$ cat src/rtl/addr_dec_pkg.sv
package addr_dec_pkg;
  localparam int N_REGION  = 8;
  localparam int N_ROM_REG = 2;  // regions 0..N_ROM_REG-1 are read-only

  function automatic logic [15:0] region_base(int i);
    case (i)
      0: return 16'h0000;
      1: return 16'h8000;
      2: return 16'hC000;
      3: return 16'hC800;
      4: return 16'hCC00;
      5: return 16'hD000;
      6: return 16'hD800;
      default: return 16'hE000;
    endcase
  endfunction

  function automatic logic [15:0] region_span(int i);
    case (i)
      0: return 16'h7FFF;
      1: return 16'h3FFF;
      3, 4: return 16'h03FF;
      default: return 16'h07FF;
    endcase
  endfunction

  function automatic logic [7:0] port_addr(int j);
    case (j)
      0: return 8'h80;
      1: return 8'hA0;
      default: return 8'hE0;
    endcase
  endfunction

  localparam logic [7:0] BANK_IO = 8'hA0;
  localparam logic [6:0] SND_IO  = 7'h20;  // 0x40/0x41
  localparam int         DIP_STEP = 32;
endpackage

$ cat src/rtl/mem_region_dec.sv
module mem_region_dec
  import addr_dec_pkg::*;
#(
  parameter int ADDR_W = 16
) (
  input  logic [ADDR_W-1:0]   addr_i,
  input  logic                rd_i,
  input  logic                wr_i,
  output logic [N_REGION-1:0] sel_o
);
  for (genvar i = 0; i < N_REGION; i++) begin : g_reg
    logic hit;
    assign hit = (addr_i & ~ADDR_W'(region_span(i))) == ADDR_W'(region_base(i));
    if (i < N_ROM_REG) begin : g_ro
      assign sel_o[i] = hit && rd_i;
    end else begin : g_rw
      assign sel_o[i] = hit && (rd_i || wr_i);
    end
  end
endmodule

$ cat src/rtl/rom_bank_map.sv
module rom_bank_map #(
  parameter int ADDR_W   = 16,
  parameter int BANK_W   = 3,
  parameter int WIN_AW   = 14,
  parameter int ROM_AW   = 18,
  parameter int WIN_BASE = 'h10000
) (
  input  logic              clk_i,
  input  logic              rst_ni,
  input  logic              ld_i,
  input  logic [BANK_W-1:0] bank_d_i,
  input  logic [ADDR_W-1:0] addr_i,
  output logic [BANK_W-1:0] bank_q_o,
  output logic [ROM_AW-1:0] rom_addr_o
);
  localparam int FIX_AW = ADDR_W - 1;

  always_ff @(posedge clk_i or negedge rst_ni) begin
    if (!rst_ni)   bank_q_o <= '0;
    else if (ld_i) bank_q_o <= bank_d_i;
  end

  logic [ROM_AW-1:0] win_addr;
  assign win_addr = ROM_AW'(WIN_BASE)
                  + (ROM_AW'(bank_q_o) << WIN_AW)
                  + ROM_AW'(addr_i[WIN_AW-1:0]);

  assign rom_addr_o = addr_i[ADDR_W-1] ? win_addr : ROM_AW'(addr_i[FIX_AW-1:0]);
endmodule

$ cat src/rtl/io_port_dec.sv
module io_port_dec
  import addr_dec_pkg::*;
#(
  parameter int DW     = 8,
  parameter int N_DIP  = 4,
  parameter int N_PORT = 3,
  parameter int BANK_W = 3
) (
  input  logic [7:0]           addr_i,
  input  logic                 rd_i,
  input  logic                 wr_i,
  input  logic [DW-1:0]        wdata_i,
  input  logic [N_DIP*DW-1:0]  dip_i,
  input  logic [N_PORT*DW-1:0] port_i,
  output logic [DW-1:0]        rdata_o,
  output logic                 bank_ld_o,
  output logic [BANK_W-1:0]    bank_d_o,
  output logic                 snd_wr_o,
  output logic                 snd_a0_o
);
  always_comb begin
    rdata_o = '1;
    if (rd_i) begin
      for (int k = 0; k < N_DIP; k++)
        if (addr_i == 8'(k * DIP_STEP)) rdata_o = dip_i[k*DW +: DW];
      for (int j = 0; j < N_PORT; j++)
        if (addr_i == port_addr(j)) rdata_o = port_i[j*DW +: DW];
    end
  end

  assign bank_ld_o = wr_i && (addr_i == BANK_IO);
  assign bank_d_o  = wdata_i[BANK_W-1:0];
  assign snd_wr_o  = wr_i && (addr_i[7:1] == SND_IO);
  assign snd_a0_o  = addr_i[0];
endmodule

$ cat src/rtl/banked_addr_decoder.sv
module banked_addr_decoder
  import addr_dec_pkg::*;
#(
  parameter int ADDR_W   = 16,
  parameter int DW       = 8,
  parameter int BANK_W   = 3,
  parameter int WIN_AW   = 14,
  parameter int ROM_AW   = 18,
  parameter int WIN_BASE = 'h10000,
  parameter int N_DIP    = 4,
  parameter int N_PORT   = 3
) (
  input  logic                 clk_i,
  input  logic                 rst_ni,
  input  logic [ADDR_W-1:0]    mem_addr_i,
  input  logic                 mem_rd_i,
  input  logic                 mem_wr_i,
  input  logic [ADDR_W-1:0]    io_addr_i,
  input  logic                 io_rd_i,
  input  logic                 io_wr_i,
  input  logic [DW-1:0]        io_wdata_i,
  input  logic [N_DIP*DW-1:0]  dip_i,
  input  logic [N_PORT*DW-1:0] port_i,
  output logic [N_REGION-1:0]  mem_sel_o,
  output logic [ROM_AW-1:0]    rom_addr_o,
  output logic [DW-1:0]        io_rdata_o,
  output logic                 snd_wr_o,
  output logic                 snd_a0_o
);
  logic              bank_ld;
  logic [BANK_W-1:0] bank_d, bank_q;

  mem_region_dec #(.ADDR_W(ADDR_W)) u_mem (
    .addr_i(mem_addr_i), .rd_i(mem_rd_i), .wr_i(mem_wr_i), .sel_o(mem_sel_o)
  );

  io_port_dec #(.DW(DW), .N_DIP(N_DIP), .N_PORT(N_PORT), .BANK_W(BANK_W)) u_io (
    .addr_i(io_addr_i[7:0]), .rd_i(io_rd_i), .wr_i(io_wr_i), .wdata_i(io_wdata_i),
    .dip_i(dip_i), .port_i(port_i), .rdata_o(io_rdata_o),
    .bank_ld_o(bank_ld), .bank_d_o(bank_d), .snd_wr_o(snd_wr_o), .snd_a0_o(snd_a0_o)
  );

  rom_bank_map #(.ADDR_W(ADDR_W), .BANK_W(BANK_W), .WIN_AW(WIN_AW),
                 .ROM_AW(ROM_AW), .WIN_BASE(WIN_BASE)) u_bank (
    .clk_i(clk_i), .rst_ni(rst_ni), .ld_i(bank_ld), .bank_d_i(bank_d),
    .addr_i(mem_addr_i), .bank_q_o(bank_q), .rom_addr_o(rom_addr_o)
  );

  a_r4_onehot_sel: assert property (@(posedge clk_i) disable iff (!rst_ni)
    $onehot0(mem_sel_o));
  a_r4_no_strobe_no_sel: assert property (@(posedge clk_i) disable iff (!rst_ni)
    (!mem_rd_i && !mem_wr_i) |-> (mem_sel_o == '0));
  a_r1_fix_addr: assert property (@(posedge clk_i) disable iff (!rst_ni)
    mem_sel_o[0] |-> (rom_addr_o == ROM_AW'(mem_addr_i)));
  a_r2_win_above_base: assert property (@(posedge clk_i) disable iff (!rst_ni)
    mem_sel_o[1] |-> (rom_addr_o >= ROM_AW'(WIN_BASE)));
  a_r5_bank_load: assert property (@(posedge clk_i) disable iff (!rst_ni)
    (io_wr_i && io_addr_i[7:0] == BANK_IO) |=> (bank_q == $past(io_wdata_i[BANK_W-1:0])));
  a_r8_bank_hold: assert property (@(posedge clk_i) disable iff (!rst_ni)
    !(io_wr_i && io_addr_i[7:0] == BANK_IO) |=> $stable(bank_q));
  a_r7_no_snd_on_read: assert property (@(posedge clk_i) disable iff (!rst_ni)
    !io_wr_i |-> !snd_wr_o);
endmodule

$ cat config.mk
export PLATFORM = sky130hd
export DESIGN_NAME = banked_addr_decoder
export DESIGN_NICKNAME = d
export VERILOG_FILES = /design/src/rtl/addr_dec_pkg.sv /design/src/rtl/mem_region_dec.sv /design/src/rtl/rom_bank_map.sv /design/src/rtl/io_port_dec.sv /design/src/rtl/banked_addr_decoder.sv
export SDC_FILE = /design/constraint.sdc
export NUM_CORES = 1
export LEC_CHECK = 0
export CAP_MARGIN = 40
export CORE_ASPECT_RATIO = 2
export CORE_MARGIN = 5
export CORE_UTILIZATION = 26
export DETAILED_ROUTE_END_ITERATION = 7
export PLACE_DENSITY = 0.83
export SKIP_LAST_GASP = 1
export SLEW_MARGIN = 20
export SYNTH_ARGS = -nofsm -noshare
export SYNTH_HDL_FRONTEND = slang
export SYNTH_SLANG_ARGS = --single-unit
$ cat constraint.sdc
create_clock -name clk_i -period 2.1 [get_ports clk_i]
set_clock_uncertainty 0.15 [all_clocks]
set_input_delay 0.315 -clock clk_i [delete_from_list [all_inputs] [get_ports clk_i]]
set_output_delay 0.315 -clock clk_i [all_outputs]
set_load 0.05 [all_outputs]
==> summary.txt, run 1 <==
STA
  • Fin worst setup slack: -0.119 ns
  • Final period util: 1.06
  • Post-layout min period: 2.22 ns
  • Final Setup Violations: 8
  • Hold Vio Cnt, Final: 0
  • Worst Tran Pin Value: 0.379 ns
  • Fmax: 0.451 GHz
  • Slew Limit Fails: 0
  • Worst hold slack: around 0.13 ns
  • Rel. slew slack: 0.746
  • Unrepaired setup endpoints after global routing: yes

Worst hold path
  • HP Class: input pin to async pin

Worst setup path
  • FF-to-FF setup slack: 1.14 ns
  • Critical path type: input pin to output pin
  • R2R depth: 1
  • Setup crit start kind: input pin
  • Arr. time, crit path: ~1.8 ns
  • CP Max Fanout: 8
  • RR Startpoint: u_bank.bank_q_o[2]$_DFFE_PN0P_
  • Worst endpoint required time: between 1.5 and 2 ns
  • Worst Setup End Kind: output pin
  • R2r endpoint: u_bank.bank_q_o[2]$_DFFE_PN0P_

Global routing
  • Total grt overflow: 0
  • Vias in the first global route: 1725
  • GRT Overall Usage: 0.206
  • Initial antenna violation count: 0
  • Global-route wire length before repair: 8480 µm
  • Largest net degree at the start of global routing: 29

Power and ir drop
  • Maximum VDD drop: 0.591 mV
  • Sequential power share: 0.094
  • P_leak: approximately 1.1 nW
  • Switch share: 0.349
  • Power per Cell Area: 229 nW/µm²
  • Net Sw Power: 0.000231 W
  • Clk pwr share: 0.259
  • Combinational power share: 0.647
  • Internal: 0.000431 W

Yosys
  • Ys flop type: dfrtp_1
  • Post-synth EDFFs: 0
  • Post-synthesis cell type count: 32
  • Part of the Yosys area used for sequential elements: 0.0717
  • Mapped Cells: between 150 and 200
  • Synthesized flop and latch total: 3
  • Syn avg cell area: 6.94 µm²
  • FFs w/ async S/R, synth: 1.00
  • Warnings, synthesis: 0
  • Syn_nets: 253
  • Post-Syn Area: 1050 µm²

Clocking
  • Longest Clk Path Bufs: 2
  • CTS Buf Count: 3
  • Clock Sinks: 3
  • H-tree lvl count: 1
  • Clk pin slew, worst setup/hold paths: 0.03 ns
  • Hold_buf cts: 0
  • Clock Tree Root: clkbuf_8
  • CTS tree: done
  • Later-pin clock latency in the skew report: 0.22 ns

Placement
  • Placed cells: a little over 300
  • Post-DP Area: 2560 µm²
  • DP HPWL: 4460 µm
  • Setup slack at placement: -0.608 ns
  • Port Buf Inserts: 104
  • Gpl congestion: 0.854

Finish
  • Number of diodes: 0
  • Syn-to-layout area delta: 177%
  • Register Area: 75.1 µm²
  • Fill count: 238
  • Post-Layout Inst Area: between 2000 and 3000 µm²
  • Most flops, register: u_bank.bank_q_o
  • Area of the multi-input gates: 1210 µm²
  • Layout cells sized above 1: 0.484
  • Largest register FFs: 3
  • Nets: 361
  • Fin cells: between 300 and 400
  • Biggest regs: u_bank.bank_q_o (3)

Route
  • DR vias/cell: around 5.3
  • Pre-antenna DRT Iters: 4
  • Routed WL per cell: just under 20 µm
  • DRT antenna net count: 0
  • DRC: 0
  • Total wire length: 6050 µm
  • Starting DRT DRC Count: 49
  • Detailed-route via count: about 1600

Status
  • Outcome: complete, but fails checks
  • Violated checks: setup timing

Run
  • Max-cap violations: 0

Floorplan
  • Num rows: 32
  • Die width: 54.9 µm
  • I/O pin count: 138
  • Core area: 3880 µm²
  • Vert. Die Dim: approximately 100 µm
  • Initial Util: 0.270
  • Die Area: 5470 µm²
power by group through the flow:
stage                     combinational [W]  sequential [W]  clock [W]
final                              0.000428       0.0000624   0.000172
after CTS                          0.000412       0.0000624   0.000176
after floorplan                    0.000187       0.0000626          0
after detailed placement           0.000385       0.0000630          0
after global placement             0.000382       0.0000627          0
after global routing               0.000447       0.0000626   0.000187
cell type report:
type / instances / area share
Clock buffer: 4 / 0.0155
Timing Repair Buffer: 129 / 0.518
Multi-Input combinational cell: 122 / 0.419
Tap cell: 51 / 0.0220
Sequential cell: 3 / 0.0259
cell families after synthesis:
family          Yosys count  share of synthesized area
simple gates             69                      0.379
buf+inv                  26                      0.165
flops                     3                     0.0717
mux                      12                      0.119
compound gates           41                      0.265
stage by stage:
stage / setup TNS (ns) / total power, W / util
after floorplan: -0.141 / 0.000249 / -
after global placement: -5.37 / 0.000445 / 0.659
after detailed placement: -5.67 / 0.000448 / 0.659
after CTS: -0.714 / 0.000651 / 0.729
after global routing: -1.07 / 0.000697 / 0.746
final: -0.749 / 0.000662 / 0.746
layer usage:
| layer | GRT usage | up-vias | routed length [µm] |
|---|---|---|---|
| met5 | 0 | - | 0 |
| met4 | 0.0883 | 0 | 235 |
| met3 | 0.0390 | 26 | 414 |
| met2 | 0.381 | 78 | 3470 |
| met1 | 0.207 | 764 | 1920 |
| li1 | - | 780 | - |
cell usage after synthesis, drive strengths merged (3+ instances only):
library cell,n,area share
a21oi,8,0.038
and3,10,0.060
buf,21,0.15
clkbuf,5,0.018
dfrtp,3,0.072
mux2,4,0.043
mux2i,8,0.076
nand2,10,0.036
nand3,10,0.048
nor2,10,0.036
nor2b,11,0.066
nor3,4,0.019
o21ai,8,0.038
o22ai,8,0.048
o311ai,8,0.067
o32ai,8,0.067
timing repair:
item                                    4_1_cts  5_1_grt
endpoints found under the hold margin         0        0
pin swaps                                    22       22
gates resized for setup                      80       24
endpoints found under the setup margin       11       12
buffers inserted                              3        1
worst max path at each step:
| stage | start | endpoint | cells past startpoint |
|---|---|---|---|
| finish | io_addr_i[3] | io_rdata_o[7] | 6 |
| detailed placement | io_addr_i[0] | io_rdata_o[4] | 6 |
| floorplan | io_addr_i[6] | io_rdata_o[5] | 6 |
| global route | io_addr_i[4] | io_rdata_o[5] | 6 |
| CTS | io_addr_i[3] | io_rdata_o[2] | 7 |
| global placement | io_addr_i[0] | io_rdata_o[4] | 6 |
placed cells by master (no fill, tap or decap), drive strengths merged, types with 10 or more instances in the layout:
cell	Yosys	routed
and3	10	10
buf	21	56
clkdlybuf4s50	0	66
nand2	10	10
nand3	10	10
nor2	10	10
nor2b	11	11
worst max-delay path: stages:
cell and delay (ns):
buf_8 0.11, or4_4 0.63, o32ai_2 0.18, and3_4 0.24, o311ai_4 0.11, buf_12 0.17
No activity file was read; power rests on OpenSTA's default activity.
==> run 2: changes to the inputs <==
CORE_UTILIZATION = 23   (was 26)
PLACE_DENSITY = unset   (was 0.83)
PLACE_DENSITY_LB_ADDON = 0.25   (was unset)
clock period = 2 ns   (was 2.1 ns; I/O delays follow)
==> run 2 against run 1 <==
Against the previous run:
- the flow still finishes with violations (setup timing)
- routed wire length is 9.3% lower
- design area grew 0.13%
- global-route usage down 3.5 points
- first-iteration DRC count is 39% lower
- combinational power up 6.3%
- worst setup slack worse by 0.086 ns
- cell count increased by 3.6%
- worst hold slack got worse by 0.020 ns
- register-to-register slack worse by 0.09 ns
- highest routed layer unchanged
==> summary.txt, run 2 (synthesis gave the netlist of run 1 again) <==
Status
  • Outcome: complete, but fails checks (unchanged)
  • Violated checks: setup timing (unchanged)

Power and ir drop
  • Power per Cell Area: 243 nW/µm² (was 229 nW/µm²)
  • Internal: 0.000464 W (was 0.000431 W)
  • Net Sw Power: 0.000241 W (was 0.000231 W)
  • Clk pwr share: 0.262 (was 0.259)
  • Sequential power share: 0.093 (was 0.094)
  • Maximum VDD drop: 0.212 mV (was 0.591 mV)
  • P_leak: 1.09 nW (was 1.07 nW)
  • Switch share: 0.342 (was 0.349)
  • Combinational power share: 0.645 (was 0.647)

Floorplan
  • Num rows: 34 (was 32)
  • I/O pin count: 138 (unchanged)
  • Die Area: 6080 µm² (was 5470 µm²)
  • Core area: 4380 µm² (was 3880 µm²)
  • Die width: 57.7 µm (was 54.9 µm)
  • Initial Util: 0.239 (was 0.270)
  • Vert. Die Dim: 105 µm (was 99.8 µm)

Route
  • DRC: 0 (unchanged)
  • Total wire length: 5490 µm (was 6050 µm)
  • Routed WL per cell: 17.1 µm (was 19.6 µm)
  • Pre-antenna DRT Iters: 4 (unchanged)
  • Detailed-route via count: 1681 (was 1648)
  • DRT antenna net count: 0 (unchanged)
  • DR vias/cell: 5.25 (was 5.33)
  • Starting DRT DRC Count: 30 (was 49)

Finish
  • Syn-to-layout area delta: 177% (about the same)
  • Final core occ: 0.662 (was 0.746)
  • Most flops, register: u_bank.bank_q_o (unchanged)
  • Largest register FFs: 3 (unchanged)
  • Post-Layout Inst Area: 2900 µm² (about the same)
  • Most frequent cells in the layout: 65 x clkdlybuf4s50_1, 24 x buf_4, 20 x buf_12 (was 66 x clkdlybuf4s50_1, 26 x buf_12, 22 x buf_4)
  • Nets: 369 (was 361)
  • Most common cell after layout, fill and taps aside: clkdlybuf4s50_1 (unchanged)
  • Fill count: 346 (was 238)
  • Biggest regs: u_bank.bank_q_o (3) (unchanged)
  • Register Area: 75.1 µm² (unchanged)
  • Area of the multi-input gates: 1190 µm² (was 1210 µm²)
  • Layout cells sized above 1: 0.481 (was 0.484)
  • Number of diodes: 0 (unchanged)

Clocking
  • Clock Sinks: 3 (unchanged)
  • CTS tree: done (unchanged)
  • CTS Buf Count: 3 (unchanged)
  • H-tree lvl count: 1 (unchanged)
  • Clock Tree Root: clkbuf_8 (unchanged)
  • Later-pin clock latency in the skew report: 0.22 ns (about the same)
  • Clk pin slew, worst setup/hold paths: 0.03 ns (about the same)
  • Longest Clk Path Bufs: 2 (unchanged)

Placement
  • Gpl congestion: 0.804 (was 0.854)
  • DP HPWL: 4530 µm (was 4460 µm)
  • Port Buf Inserts: 104 (unchanged)
  • Post-DP Area: 2550 µm² (was 2560 µm²)
  • Setup slack at placement: -0.695 ns (was -0.608 ns)

STA
  • Final Setup Violations: 8 (unchanged)
  • Post-layout min period: approximately 2.2 ns
  • Rel. slew slack: 0.741 (was 0.746)
  • Worst Tran Pin Value: 0.388 ns (was 0.379 ns)
  • Hold Vio Cnt, Final: 0 (unchanged)
  • Final period util: 1.10
  • Fin worst setup slack: -0.205 ns (was -0.119 ns)
  • Unrepaired setup endpoints after global routing: yes (unchanged)
  • Slew Limit Fails: 0 (unchanged)
  • Fmax: 0.453 GHz

Worst setup path
  • Setup crit start kind: input pin (unchanged)
  • CP Cell Sequence: buf_6 -> buf_6 -> nor4b_4 -> buf_4 -> o21ai_0 -> and3_4 -> o311ai_4 -> buf_6 (was buf_8 -> or4_4 -> o32ai_2 -> and3_4 -> o311ai_4 -> buf_12)
  • Critical path startpoint: io_addr_i[3] (unchanged)
  • Crit path largest cell delay: 0.32 ns (was 0.63 ns)
  • Critical path destination: io_rdata_o[1] (was io_rdata_o[7])
  • CP Max Fanout: 5 (was 8)
  • RR Startpoint: u_bank.bank_q_o[2]$_DFFE_PN0P_ (unchanged)
  • FF-to-FF setup slack: 1.05 ns (was 1.14 ns)
  • R2r endpoint: u_bank.bank_q_o[2]$_DFFE_PN0P_ (unchanged)
  • Worst-path cell with the longest stage delay: nor4b_4 (was or4_4)
  • Worst endpoint required time: 1.55 ns (was 1.63 ns)
  • Critical path type: input pin to output pin (unchanged)
  • Cell family with most CP delay: buffers and inverters (was simple AND/OR/NAND/NOR gates)
  • Crit path buffers/inverters: 4 (was 2)
  • R2R depth: 1 (unchanged)
  • Crit path depth: 8 (was 6)
  • Arr. time, crit path: 1.76 ns (was 1.75 ns)
  • Worst Setup End Kind: output pin (unchanged)
  • Most used cell, CP: buf_6

Global routing
  • Total grt overflow: 0 (unchanged)
  • Initial antenna violation count: 0 (unchanged)
  • Largest net degree at the start of global routing: 29 (unchanged)
  • Global-route wire length before repair: 8020 µm (was 8480 µm)
  • Vias in the first global route: 1790 (was 1725)
  • GRT Overall Usage: 0.172 (was 0.206)

Run
  • Max-cap violations: 0 (unchanged)

Worst hold path
  • HP Class: input pin to async pin (unchanged)
run 2: cell types whose count changed in the layout (fill, tap and decap cells not counted), moves of 4 or more:
cell,delta
buf_12,-6
o22ai_1,-4
o22ai_2,+4
buf_6,+13
run 2: per-stage QoR:
stage	setup TNS (ns)	total power, W	hold WS (ns)	std cells
5_1_grt	-1.84	0.000737	0.137	320
2_1_floorplan	-0.202	0.000263	-0.146	151
4_1_cts	-1.71	0.000691	0.122	319
6_report	-1.46	0.000705	0.114	320
3_5_place_dp	-6.71	0.000481	0.324	314
3_3_place_gp	-6.58	0.000478	0.316	314
run 2: cell type report:
| cell class | count | area share |
|---|---|---|
| Tap cell | 54 | 0.0233 |
| Timing Repair Buffer | 137 | 0.526 |
| Clock buffer | 4 | 0.0155 |
| Sequential cell | 3 | 0.0259 |
| Multi-Input combinational cell | 122 | 0.410 |
run 2: worst min path at each step:
stage,slack (ns),end,from
finish,0.11,u_bank.bank_q_o[2]$_DFFE_PN0P_,rst_ni
global route,0.14,u_bank.bank_q_o[1]$_DFFE_PN0P_,rst_ni
CTS,0.12,u_bank.bank_q_o[1]$_DFFE_PN0P_,rst_ni
detailed placement,0.32,u_bank.bank_q_o[1]$_DFFE_PN0P_,u_bank.bank_q_o[1]$_DFFE_PN0P_
global placement,0.32,u_bank.bank_q_o[1]$_DFFE_PN0P_,u_bank.bank_q_o[1]$_DFFE_PN0P_
floorplan,-0.15,u_bank.bank_q_o[0]$_DFFE_PN0P_,rst_ni
run 2: routing by layer:
layer	vias up	GRT usage	wire [µm]
li1	797	-	-
met1	777	0.146	1790
met2	97	0.338	3080
met3	10	0.0330	439
met4	0	0.108	175
met5	-	0	0
run 2: timing repair:
item,CTS,global route
setup endpoints to repair,18,12
hold buffers,0,0
pin swaps,27,22
setup buffers,0,2
resized for setup,76,29
cloned,1,0
run 2: power by group through the flow:
stage               sequential (W)  combinational [W]  clock [W]
floorplan                0.0000657           0.000197          0
global placement         0.0000661           0.000412          0
detailed placement       0.0000661           0.000415          0
CTS                      0.0000655           0.000438   0.000188
global route             0.0000658           0.000478   0.000193
finish                   0.0000654           0.000455   0.000185
